### src/rtl/xag_pkg.sv
package xag_pkg;

   // Lane-enable code for one transfer: both lanes for a word,
   // otherwise the lane picked by the low address bit.
   function automatic logic [1:0] lane_code(input logic is_word, input logic a0);
      if (is_word) lane_code = 2'b11;
      else if (a0) lane_code = 2'b10;
      else         lane_code = 2'b01;
   endfunction

endpackage

### src/rtl/xag_counter.sv
module xag_counter #(
   parameter int ADDR_W      = 16,
   parameter int CNT_W       = 16,
   parameter bit AUTOINIT_EN = 1'b1
) (
   input  logic              clk,
   input  logic              rst_n,
   input  logic              load,
   input  logic              xfer,
   input  logic              mask_set,
   input  logic              mask_clr,
   input  logic              autoinit,
   input  logic [ADDR_W-1:0] base_addr,
   input  logic [CNT_W-1:0]  base_cnt,
   output logic [ADDR_W-1:0] cur_addr,
   output logic              tc
);

   if (ADDR_W < 2) begin : g_bad_addr
      $error("xag_counter: ADDR_W must be at least 2");
   end
   if (CNT_W < 1) begin : g_bad_cnt
      $error("xag_counter: CNT_W must be at least 1");
   end

   logic [ADDR_W-1:0] addr_q;
   logic [CNT_W-1:0]  cnt_q;
   logic              mask_q;
   logic              tc_q;
   logic              auto_eff;
   logic              accept;
   logic              last;

   if (AUTOINIT_EN) begin : g_auto
      assign auto_eff = autoinit;
   end else begin : g_noauto
      assign auto_eff = 1'b0;
   end

   assign accept = xfer && !mask_q && !load;
   assign last   = accept && (cnt_q == '0);

   always_ff @(posedge clk) begin
      if (!rst_n) begin
         addr_q <= '0;
         cnt_q  <= '0;
         mask_q <= 1'b1;
         tc_q   <= 1'b0;
      end else begin
         tc_q <= last;
         if (load || (last && auto_eff)) begin
            addr_q <= base_addr;
            cnt_q  <= base_cnt;
         end else if (accept) begin
            addr_q <= addr_q + 1'b1;
            cnt_q  <= cnt_q - 1'b1;
         end
         if (mask_set)                 mask_q <= 1'b1;
         else if (load)                mask_q <= 1'b0;
         else if (last && !auto_eff)   mask_q <= 1'b1;
         else if (mask_clr)            mask_q <= 1'b0;
      end
   end

   assign cur_addr = addr_q;
   assign tc       = tc_q;

   // an accepted, non-final strobe steps the address modulo 2^ADDR_W
   p_step_r3: assert property (@(posedge clk) disable iff (!rst_n)
      (xfer && !mask_q && !load && cnt_q != '0)
      |=> (addr_q == ADDR_W'($past(addr_q) + 1'b1)));

   // a masked channel without load keeps its address
   p_masked_hold_r8: assert property (@(posedge clk) disable iff (!rst_n)
      (mask_q && !load) |=> (addr_q == $past(addr_q)));

   // terminal count follows only a strobe that found the count at zero
   p_tc_cause_r5: assert property (@(posedge clk) disable iff (!rst_n)
      tc_q |-> $past(xfer && !mask_q && !load && cnt_q == '0));

   // auto-initialise reloads both current registers at terminal count
   p_reload_r6: assert property (@(posedge clk) disable iff (!rst_n)
      (xfer && !mask_q && !load && cnt_q == '0 && auto_eff)
      |=> (addr_q == $past(base_addr) && cnt_q == $past(base_cnt)));

   // without auto-initialise the channel ends masked
   p_stop_r7: assert property (@(posedge clk) disable iff (!rst_n)
      (xfer && !mask_q && !load && cnt_q == '0 && !auto_eff) |=> mask_q);

endmodule

### src/rtl/xag_map.sv
module xag_map
   import xag_pkg::*;
#(
   parameter int  PAGE_W  = 8,
   parameter int  ADDR_W  = 16,
   parameter bit  WORD_EN = 1'b1,
   localparam int PHYS_W  = PAGE_W + ADDR_W
) (
   input  logic [PAGE_W-1:0] page,
   input  logic [ADDR_W-1:0] addr,
   input  logic              word,
   output logic [PHYS_W-1:0] phys,
   output logic [1:0]        lanes
);

   if (PAGE_W < 2) begin : g_bad_page
      $error("xag_map: PAGE_W must be at least 2");
   end

   if (WORD_EN) begin : g_dual
      always_comb begin
         if (word) phys = {page[PAGE_W-1:1], addr, 1'b0};
         else      phys = {page, addr};
         lanes = lane_code(word, addr[0]);
      end
   end else begin : g_byte_only
      logic unused_word;
      assign unused_word = word;
      always_comb begin
         phys  = {page, addr};
         lanes = lane_code(1'b0, addr[0]);
      end
   end

endmodule

### src/rtl/xag_chan.sv
module xag_chan #(
   parameter int  PAGE_W      = 8,
   parameter int  ADDR_W      = 16,
   parameter int  CNT_W       = 16,
   parameter bit  AUTOINIT_EN = 1'b1,
   parameter bit  WORD_EN     = 1'b1,
   localparam int PHYS_W      = PAGE_W + ADDR_W
) (
   input  logic              clk,
   input  logic              rst_n,
   input  logic              load,
   input  logic [PAGE_W-1:0] page,
   input  logic [ADDR_W-1:0] base_addr,
   input  logic [CNT_W-1:0]  base_cnt,
   input  logic              autoinit,
   input  logic              word,
   input  logic              mask_set,
   input  logic              mask_clr,
   input  logic              xfer,
   output logic [PHYS_W-1:0] phys,
   output logic [1:0]        lanes,
   output logic              tc
);

   logic [ADDR_W-1:0] cur_addr;

   xag_counter #(
      .ADDR_W(ADDR_W), .CNT_W(CNT_W), .AUTOINIT_EN(AUTOINIT_EN)
   ) u_cnt (
      .clk(clk), .rst_n(rst_n), .load(load), .xfer(xfer),
      .mask_set(mask_set), .mask_clr(mask_clr), .autoinit(autoinit),
      .base_addr(base_addr), .base_cnt(base_cnt),
      .cur_addr(cur_addr), .tc(tc)
   );

   xag_map #(
      .PAGE_W(PAGE_W), .ADDR_W(ADDR_W), .WORD_EN(WORD_EN)
   ) u_map (
      .page(page), .addr(cur_addr), .word(word),
      .phys(phys), .lanes(lanes)
   );

endmodule

### src/rtl/xfer_addr_gen.sv
module xfer_addr_gen #(
   parameter int  NCH         = 4,
   parameter int  PAGE_W      = 8,
   parameter int  ADDR_W      = 16,
   parameter int  CNT_W       = 16,
   parameter bit  AUTOINIT_EN = 1'b1,
   parameter bit  WORD_EN     = 1'b1,
   localparam int PHYS_W      = PAGE_W + ADDR_W
) (
   input  logic                    clk,
   input  logic                    rst_n,
   input  logic [NCH-1:0]          ch_load,
   input  logic [NCH*PAGE_W-1:0]   ch_page,
   input  logic [NCH*ADDR_W-1:0]   ch_base_addr,
   input  logic [NCH*CNT_W-1:0]    ch_base_cnt,
   input  logic [NCH-1:0]          ch_autoinit,
   input  logic [NCH-1:0]          ch_word,
   input  logic [NCH-1:0]          ch_mask_set,
   input  logic [NCH-1:0]          ch_mask_clr,
   input  logic [NCH-1:0]          ch_xfer,
   output logic [NCH*PHYS_W-1:0]   phys_addr,
   output logic [NCH*2-1:0]        lane_en,
   output logic [NCH-1:0]          tc_pulse
);

   if (NCH < 1) begin : g_bad_nch
      $error("xfer_addr_gen: NCH must be at least 1");
   end

   for (genvar c = 0; c < NCH; c++) begin : g_ch
      xag_chan #(
         .PAGE_W(PAGE_W), .ADDR_W(ADDR_W), .CNT_W(CNT_W),
         .AUTOINIT_EN(AUTOINIT_EN), .WORD_EN(WORD_EN)
      ) u_chan (
         .clk       (clk),
         .rst_n     (rst_n),
         .load      (ch_load[c]),
         .page      (ch_page[c*PAGE_W +: PAGE_W]),
         .base_addr (ch_base_addr[c*ADDR_W +: ADDR_W]),
         .base_cnt  (ch_base_cnt[c*CNT_W +: CNT_W]),
         .autoinit  (ch_autoinit[c]),
         .word      (ch_word[c]),
         .mask_set  (ch_mask_set[c]),
         .mask_clr  (ch_mask_clr[c]),
         .xfer      (ch_xfer[c]),
         .phys      (phys_addr[c*PHYS_W +: PHYS_W]),
         .lanes     (lane_en[c*2 +: 2]),
         .tc        (tc_pulse[c])
      );
   end

endmodule

### config.mk
export PLATFORM = sky130hd
export DESIGN_NAME = xfer_addr_gen
export DESIGN_NICKNAME = d
export VERILOG_FILES = /design/src/rtl/xag_pkg.sv /design/src/rtl/xag_counter.sv /design/src/rtl/xag_map.sv /design/src/rtl/xag_chan.sv /design/src/rtl/xfer_addr_gen.sv
export SDC_FILE = /design/constraint.sdc
export NUM_CORES = 1
export LEC_CHECK = 0
export BUFFER_PORTS_ARGS = -buffer_cell sky130_fd_sc_hd__buf_2
export CAP_MARGIN = 20
export CORE_AREA = 2 2 161 163
export DETAILED_ROUTE_END_ITERATION = 8
export DIE_AREA = 0 0 163 165
export HOLD_SLACK_MARGIN = 0.12
export SETUP_SLACK_MARGIN = 0.2
export SLEW_MARGIN = 10
export SYNTH_ARGS = -nofsm -noshare
export SYNTH_HDL_FRONTEND = slang
export SYNTH_SLANG_ARGS = --single-unit
### constraint.sdc
create_clock -name clk -period 3.2 [get_ports clk]
set_clock_uncertainty 0.05 [all_clocks]
set_input_delay 0.64 -clock clk [delete_from_list [all_inputs] [get_ports clk]]
set_output_delay 0.64 -clock clk [all_outputs]
set_load 0.1 [all_outputs]
Yosys cells after proc, flatten, opt, wreduce, memory -nomap -nowiden
Index checks and enable logic that the tools add are counted.
{"block": "classes", "n_addsub": 8, "multipliers": 0, "div_mod_pow": 0, "order_cmp": 0, "eq_ne": 0, "shifts": 0, "muxes": 40, "bitwise_logic": 1, "n_reduce_logical": 52}
{"operator": "16-bit 2-to-1 mux", "count": 16}
{"operator": "17-bit 2-to-1 mux", "count": 4}
{"operator": "16-bit by 1-bit adder with 16-bit output (second input constant)", "count": 4}
{"operator": "16-bit zero test", "count": 4}
{"operator": "16-bit by 1-bit subtractor with 16-bit output (second input constant)", "count": 4}
{"operator": "1-bit logical AND", "count": 20}
{"operator": "2-bit 2-to-1 mux", "count": 8}
{"operator": "1-bit zero test", "count": 12}
{"operator": "1-bit 2-to-1 mux", "count": 12}
{"operator": "3-bit nonzero test", "count": 4}
{"operator": "2-bit nonzero test", "count": 4}
{"operator": "2-bit OR reduction", "count": 4}
{"operator": "1-bit logical OR", "count": 4}
{"operator": "1-bit inverter", "count": 1}
{"block": "word_totals", "reg_bits": 136, "latch_bits": 0, "ram_bits": 0, "mem_bits_ro": 0, "out_inout_bits": 108, "elab_cells": 117, "mem_count": 0}

Depth between registers and ports, before layout
Gate-level depths: netlist of the first run.
{"block": "logic_depth", "word_depth": 7, "mapped_depth": 9, "ltp_nobuf": 7}

Hierarchy
A second synthesis of the first run with hierarchy kept.
{"block": "hier_totals", "cells_unflattened": 1077, "area_unflattened_um2": 9402.8}
{"module": "xag_counter at g_ch[1].u_chan.u_cnt ...", "n_inst": 2, "cells_each": 241, "area_each_um2": 2042.0, "seq_area_each_um2": 680.7}
{"module": "xag_counter at g_ch[0].u_chan.u_cnt", "n_inst": 1, "cells_each": 244, "area_each_um2": 2049.5, "seq_area_each_um2": 680.7}
{"module": "xag_counter at g_ch[3].u_chan.u_cnt", "n_inst": 1, "cells_each": 239, "area_each_um2": 2023.2, "seq_area_each_um2": 680.7}
{"module": "xag_map", "n_inst": 4, "cells_each": 28, "area_each_um2": 311.5, "seq_area_each_um2": 0.0}

Least setup slack after synthesis of the first run
No wires, ideal clock.
{"block": "synth_path", "path_kind": "in2out", "from": "input port ch_word[3]", "to": "output port phys_addr[84]", "arrival_ns": 3.223, "path_slack_ns": -0.713, "path_stages": 3, "path_buffers": 2, "path_cell_list": "clkbuf_1 > buf_1 > o21ai_0"}
{"block": "synth_via", "elab_chain_cells": 1}
{"item": "from (decl)", "line": "xfer_addr_gen.sv:17", "text": "input logic [NCH-1:0] ch_word,"}
{"item": "17-bit 2-to-1 mux", "line": "xag_map.sv:22", "text": "if (word) phys = {page[PAGE_W-1:1], addr, 1'b0};"}
{"item": "to (decl)", "line": "xfer_addr_gen.sv:21", "text": "output logic [NCH*PHYS_W-1:0] phys_addr,"}
No other way between the ends.

Worst setup path after layout of the first run
{"block": "layout_path", "from": "register g_ch[1].u_chan.u_cnt.cnt_q[7]", "to": "register g_ch[1].u_chan.u_cnt.addr_q[1]"}
{"block": "layout_via", "elab_chain_cells": 5}
{"item": "from (decl)", "line": "xag_counter.sv:27", "text": "logic [CNT_W-1:0] cnt_q;"}
{"item": "from (signal assigned)", "line": "xag_counter.sv:53", "text": "cnt_q <= base_cnt;"}
{"item": "from (signal assigned)", "line": "xag_counter.sv:56", "text": "cnt_q <= cnt_q - 1'b1;"}
{"item": "16-bit zero test *", "line": "xag_counter.sv:41", "text": "assign last = accept && (cnt_q == '0);"}
{"item": "1-bit logical AND *", "line": "xag_counter.sv:41"}
{"item": "1-bit logical AND *", "line": "xag_counter.sv:51", "text": "if (load || (last && auto_eff)) begin"}
{"item": "1-bit logical OR *", "line": "xag_counter.sv:51"}
{"item": "16-bit 2-to-1 mux or 2-bit nonzero test (tied branches)"}
{"item": "to (signal assigned)", "line": "xag_counter.sv:52", "text": "addr_q <= base_addr;"}
{"item": "to (signal assigned)", "line": "xag_counter.sv:55", "text": "addr_q <= addr_q + 1'b1;"}
{"item": "to (decl)", "line": "xag_counter.sv:26", "text": "logic [ADDR_W-1:0] addr_q;"}
Every way passes the cells marked *; elsewhere a longest branch is shown, timed or not.
A chain may end at the register's enable or synchronous reset.

==> reports/metrics.cfg, run 1 <==
[synthesis]
synth.ff_latch_count = 136
syn_area_mm2 = 0.00866
synth_top_area_share = 0.314
synth_fp_nets = 1293
seq_area_frac_synth = 0.314
yosys.area.top_type = dfxtp_1
synth_most_common_cell = dfxtp_1
async_reset_ff_frac = 0
synth-edff-count = 0
synth_area_leaders = dfxtp_1 (31%), mux2_2 (7.5%), o21ai_0 (5.0%)
avgSynthCellArea_um2 = 7.91
ys.flop_type = dfxtp_1
ys_types = 72
synthCells = 1095
yosys-top-cells-count = dfxtp_1 (136), nor2_1 (110), o21ai_0 (87), a21oi_1 (78), nand2_1 (74)
yosys_warnings = 0

[placed_design]
postPlaceCellArea_mm2 = 0.0100
detailed_place_hpwl_um = 19100
globalplace.congestion = 0.810
io_buffers = 237

[clock_network]
cts_tree = built
path_clk_slew_ps = 60
insertion_delay_ps = 420
clock-root-buffer = clkbuf_16
post-cts-setup-buffers = 0
cts.sinks = 136
cts_resized = 0
clock_path_buffers = 2
cts_hold_buffers = 0
cts_buffers = 17
htreeDepth = 4

[timing]
slew_violations = 0
fin_crit_sh = 0.842
final_hold_viol_count = 0
finalCriticalPeriod_ps = 2700
rsz0062_at_grt = no
fmax_mhz = 371
setup_viol = 0
relSlewSlack = 0.335
tightest_slew_ps = 998

[setup_path]
setup.reg_to_reg.worst_slack_ps = 500
crit_type = reg -> reg
timing.rr.end = g_ch[1].u_chan.u_cnt.cur_addr[1]$_SDFFE_PN0P_
crit_start = g_ch[1].u_chan.u_cnt.cnt_q[7]$_SDFFE_PN0P_
path_max_fanout = 12
critPathRequiredTime_ps = 3460
end_kind = flip-flop
crit_end = g_ch[1].u_chan.u_cnt.cur_addr[1]$_SDFFE_PN0P_
critPathLaunchType = flip-flop
arrival_ps = 2960
r2r_start = g_ch[1].u_chan.u_cnt.cnt_q[7]$_SDFFE_PN0P_
reg2reg_depth = 5

[route]
first_iter_violations = 502
avgViaCountPerCell = 5.41
via_count = 8790
wl_um = 26300
wire_per_inst_um = 16.2
ant_nets = 0
drc_errors = 0
drt_pre_antenna_iters = 5

[die]
die-area_mm2 = 0.0269
io-pin-count = 294
die_w_um = 163
rows = 58
die_h_um = 165
core_mm2 = 0.0250
start_util = 0.346

[power_and_ir_drop]
ir_worst_vdd_mv = 0.328
leakage_uw = 0.00423
power_density_mw_per_mm2 = 529

[grt]
grt_max_degree = 50
antenna_found_initial = 2
grt_overflow = 0
grt_pass1_vias = 8308
grt_pass1_wl_um = 42300
grt_util_all_layers = 0.193

[final_layout]
area_delta_synth_final_pct = 23.6
final_nets = 1479
fin_area_mm2 = 0.0107
fillers = 2613
post-route-util = 0.428
layout-drive-gt1-share = 0.303

[outcome]
status = finished, final reports clean

[min_path]
hp-class = in -> reg

[flow_run]
maxCapViolCount = 0

[flip-flops by register name (all words and copies together) (netlist names)]
name                        cells
g_ch.u_chan.u_cnt.mask_q        4
g_ch.u_chan.u_cnt.cur_addr     64
g_ch.u_chan.u_cnt.tc            4
g_ch.u_chan.u_cnt.cnt_q        64
[report_power, final]
part	internal [uW]	total, uW	switching (uW)
combinational	417	1450	1040
clock	1420	2230	808
sequential	1820	1970	158
[per-stage QoR]
step	std cells	hold slack [ps]	power (uW)	setup TNS (ps)	worst slack, ps
floorplan	1095	394	3270	-1280	-427
global placement	1592	408	3450	0	517
detailed placement	1592	416	3460	0	473
CTS	1623	351	5700	0	466
global route	1624	375	5900	0	315
finish	1624	372	5660	0	504
[final cells by class]
type                            count  area (um2)  area share
Antenna cell                        1        2.50    0.000234
Clock buffer                       20         457      0.0427
Clock inverter                     11         196      0.0183
Inverter                           26         109      0.0102
Multi-Input combinational cell    835        5400       0.504
Sequential cell                   136        2720       0.254
Tap cell                          330         413      0.0386
Timing Repair Buffer              265        1410       0.132
[cell families (layout without fill, tap and decap cells)]
family                     Yosys count  in the layout  share of synthesized area
adders and majority gates           12             12                     0.0173
and+or+nand+nor                    402            402                      0.238
AOI/OAI and AO/OA                  287            287                      0.208
xor gates and xnor gates            72             72                     0.0728
buffers and inverters              124            322                     0.0702
muxes                               62             62                     0.0800
other                                0              1                          0
DFF                                136            136                      0.314
[worst min path at each step]
stage,startpoint,endpoint,slack [ps],depth (start not counted)
detailed placement,g_ch[1].u_chan.u_cnt.cnt_q[6]$_SDFFE_PN0P_,g_ch[1].u_chan.u_cnt.cnt_q[6]$_SDFFE_PN0P_,420,2
global route,ch_mask_set[3],g_ch[3].u_chan.u_cnt.mask_q$_SDFFE_PP1P_,380,3
floorplan,g_ch[1].u_chan.u_cnt.cnt_q[6]$_SDFFE_PN0P_,g_ch[1].u_chan.u_cnt.cnt_q[6]$_SDFFE_PN0P_,390,2
global placement,g_ch[1].u_chan.u_cnt.cnt_q[6]$_SDFFE_PN0P_,g_ch[1].u_chan.u_cnt.cnt_q[6]$_SDFFE_PN0P_,410,2
finish,ch_mask_set[0],g_ch[0].u_chan.u_cnt.mask_q$_SDFFE_PP1P_,370,3
CTS,ch_mask_set[0],g_ch[0].u_chan.u_cnt.mask_q$_SDFFE_PP1P_,350,3
[placed cells by master, fill, tap and decap left out, types with 27 or more instances in the layout]
cell type and n:
buf_2 237, xor2_1 30, dfxtp_1 136, a21oi_1 77, nand3_1 40, a211oi_1 39, mux2_2 58, nor2_1 110
o21ai_0 84, nand4_1 31, buf_4 27, nor3_1 40, nand2_1 74, xnor2_1 42
[worst max-delay path: stages, from the launching register on]
cell and delay [ps]:
dfxtp_1 350, or4_1 660, nor4_4 540, a21oi_1 430
buf_4 310, o221a_1 240
[routing by layer]
layer / track usage / routed length [um]
met5: 0 / 13
met3: 0.0362 / 1420
met1: 0.260 / 12200
met2: 0.320 / 12400
met4: 0.0459 / 308
No activity file was read; power rests on OpenSTA's default activity.
==> run 2, diff against run 1 <==
- clock period: 3.2 -> 2.4 ns (I/O delays scaled with it)
==> reports/metrics.cfg, run 2 (synthesized netlist as in run 1, its figures left out) <==
[clock_network]
clock_path_buffers = 2  ; unchanged
path_clk_slew_ps = 70  ; about the same
cts_buffers = 17  ; unchanged
cts.sinks = 136  ; unchanged
clock-root-buffer = clkbuf_16
cts_tree = built
insertion_delay_ps = 430  ; about the same
cts_hold_buffers = 0  ; unchanged
htreeDepth = 4  ; unchanged

[min_path]
hold_start = ch_mask_set[3]
min_path_cells = 3  ; unchanged
hp-class = in -> reg
whs_endpoint = g_ch[3].u_chan.u_cnt.mask_q$_SDFFE_PP1P_

[route]
wire_per_inst_um = 16.3  ; +0.31%
via_count = 8950  ; +1.8%
avgViaCountPerCell = 5.39  ; -0.39%
drc_errors = 0  ; unchanged
wl_um = 27000  ; +2.5%
first_iter_violations = 550  ; +9.6%
ant_nets = 0  ; unchanged
drt_pre_antenna_iters = 5  ; unchanged

[timing]
rsz0062_at_grt = yes
hold-worst-slack_ps = 205  ; -168 ps
tightest_slew_ps = 807  ; -191 ps
slew_violations = 0  ; unchanged
setup_viol = 0  ; unchanged
fin_ws_ps = 179  ; -325 ps
finalCriticalPeriod_ps = 2220  ; -475 ps
fin_crit_sh = 0.925  ; +0.0830
relSlewSlack = 0.457  ; +0.122
fmax_mhz = 450  ; +21%
final_hold_viol_count = 0  ; unchanged

[placed_design]
postPlaceCellArea_mm2 = 0.0103  ; +2.6%
place_ws_ps = 58.0  ; -415 ps
placed_cells = 1616  ; +1.5%
globalplace.congestion = 0.827  ; +2.2%
detailed_place_hpwl_um = 19400  ; +1.1%
io_buffers = 237  ; unchanged

[power_and_ir_drop]
power_density_mw_per_mm2 = 664  ; +26%
switching_power_uw = 2820  ; +41%
leakage_uw = 0.00443  ; +4.8%
p_int_uw = 4610  ; +26%
p_comb_frac = 0.278  ; +0.021
power_frac_clock = 0.368  ; -0.026
seq_power_share = 0.354  ; +0.005
swShare = 0.379  ; +0.0255
ir_worst_vdd_mv = 0.304  ; -7.4%

[setup_path]
critPathLaunchType = flip-flop
critPathRequiredTime_ps = 2650  ; -810 ps
cp_num_buf_inv = 2  ; +1
timing.rr.end = g_ch[1].u_chan.u_cnt.cur_addr[4]$_SDFFE_PN0P_
crit_family = simple AND/OR/NAND/NOR gates
crit_chain = or4_4 > nor4_4 > buf_6 > nand3_4 > buf_8 > a222oi_1 > a21oi_1
path_max_fanout = 8  ; -4
r2r_start = g_ch[1].u_chan.u_cnt.cnt_q[10]$_SDFFE_PN0P_
arrival_ps = 2470  ; -490 ps
end_kind = flip-flop
cp_slowest_stage_delay_ps = 590  ; -70 ps
crit_type = reg -> reg
slowest_stage = or4_4
reg2reg_depth = 7  ; +2
setup.reg_to_reg.worst_slack_ps = 180  ; -330 ps

[die]
io-pin-count = 294  ; unchanged
start_util = 0.346  ; unchanged
die_w_um = 163  ; unchanged
die_h_um = 165  ; unchanged
core_mm2 = 0.0250  ; unchanged
die-area_mm2 = 0.0269  ; unchanged
rows = 58  ; unchanged

[grt]
grt_overflow = 0  ; unchanged
grt_util_all_layers = 0.194  ; +0.000383
grt_max_degree = 41  ; -18%
grt_pass1_vias = 8326  ; +0.22%
antenna_found_initial = 1  ; -1
grt_pass1_wl_um = 42300  ; about the same

[final_layout]
layout-drive-gt1-share = 0.344  ; +0.0407
mostFrequentLayoutCells = buf_2 (238), dfxtp_1 (132), nor2_1 (109)
final_nets = 1514  ; +2.4%
area_delta_synth_final_pct = 29.2
fillers = 2538  ; -2.9%
fin_area_mm2 = 0.0112  ; +4.5%
final_common_cell = buf_2
fin_cells = 1660  ; +2.2%

[outcome]
status = finished, final reports clean

[flow_run]
maxCapViolCount = 0  ; unchanged

## run 2: worst reg2reg max path, stage by stage, from the launching register on
cell      delay, ps
dfxtp_4         350
or4_4           590
nor4_4          310
buf_6           180
nand3_4          90
buf_8           160
a222oi_1        270
a21oi_1         100
## run 2: worst max-delay path by stage
stage,startpoint,to,slack [ps],depth (start not counted)
floorplan,ch_word[1],phys_addr[28],-160,2
global placement,g_ch[0].u_chan.u_cnt.cnt_q[9]$_SDFFE_PN0P_,g_ch[0].u_chan.u_cnt.cur_addr[9]$_SDFFE_PN0P_,120,6
detailed placement,g_ch[0].u_chan.u_cnt.cnt_q[9]$_SDFFE_PN0P_,g_ch[0].u_chan.u_cnt.cur_addr[14]$_SDFFE_PN0P_,60,6
CTS,g_ch[1].u_chan.u_cnt.cnt_q[0]$_SDFFE_PN0P_,g_ch[1].u_chan.u_cnt.cur_addr[4]$_SDFFE_PN0P_,200,9
global route,g_ch[0].u_chan.u_cnt.cnt_q[9]$_SDFFE_PN0P_,g_ch[0].u_chan.u_cnt.cnt_q[4]$_SDFFE_PN0P_,120,6
finish,g_ch[1].u_chan.u_cnt.cnt_q[10]$_SDFFE_PN0P_,g_ch[1].u_chan.u_cnt.cur_addr[4]$_SDFFE_PN0P_,180,7
## run 2: layout make-up
cell class	count	area (um2)	share of cell area
Antenna cell	1	2.50	0.000224
Clock buffer	18	429	0.0384
Clock inverter	14	166	0.0149
Inverter	26	109	0.00973
Multi-Input combinational cell	836	5600	0.501
Sequential cell	136	2730	0.244
Tap cell	330	413	0.0369
Timing Repair Buffer	299	1740	0.155
## run 2: per-stage QoR
stage	setup TNS [ps]	total power (uW)	util
after floorplan	-487	4390	-
after global placement	0	4650	0.412
after detailed placement	0	4660	0.412
after CTS	0	7440	0.437
after global routing	0	7740	0.447
final	0	7430	0.447
## run 2: repair_timing
action,CTS,global route
setup endpoints to repair,42,73
gates cloned,0,4
gates resized for setup,16,44
pin swaps,0,8
buffers inserted,0,7
## run 2: power by group through the flow
stage | sequential (uW) | combinational [uW] | clock (uW)
finish | 2630 | 2060 | 2730
global route | 2660 | 2190 | 2880
CTS | 2630 | 2010 | 2810
detailed placement | 2670 | 1990 | 0
global placement | 2670 | 1980 | 0
floorplan | 2610 | 1770 | 0
## run 2: routing by layer
metal | vias to the layer above | track usage | share of wire
met4 | 0 | 0.0531 | 0.011
met3 | 24 | 0.0309 | 0.048
li1 | 4465 | - | -
met1 | 4216 | 0.259 | 0.47
met5 | - | 0 | 0
met2 | 245 | 0.325 | 0.47
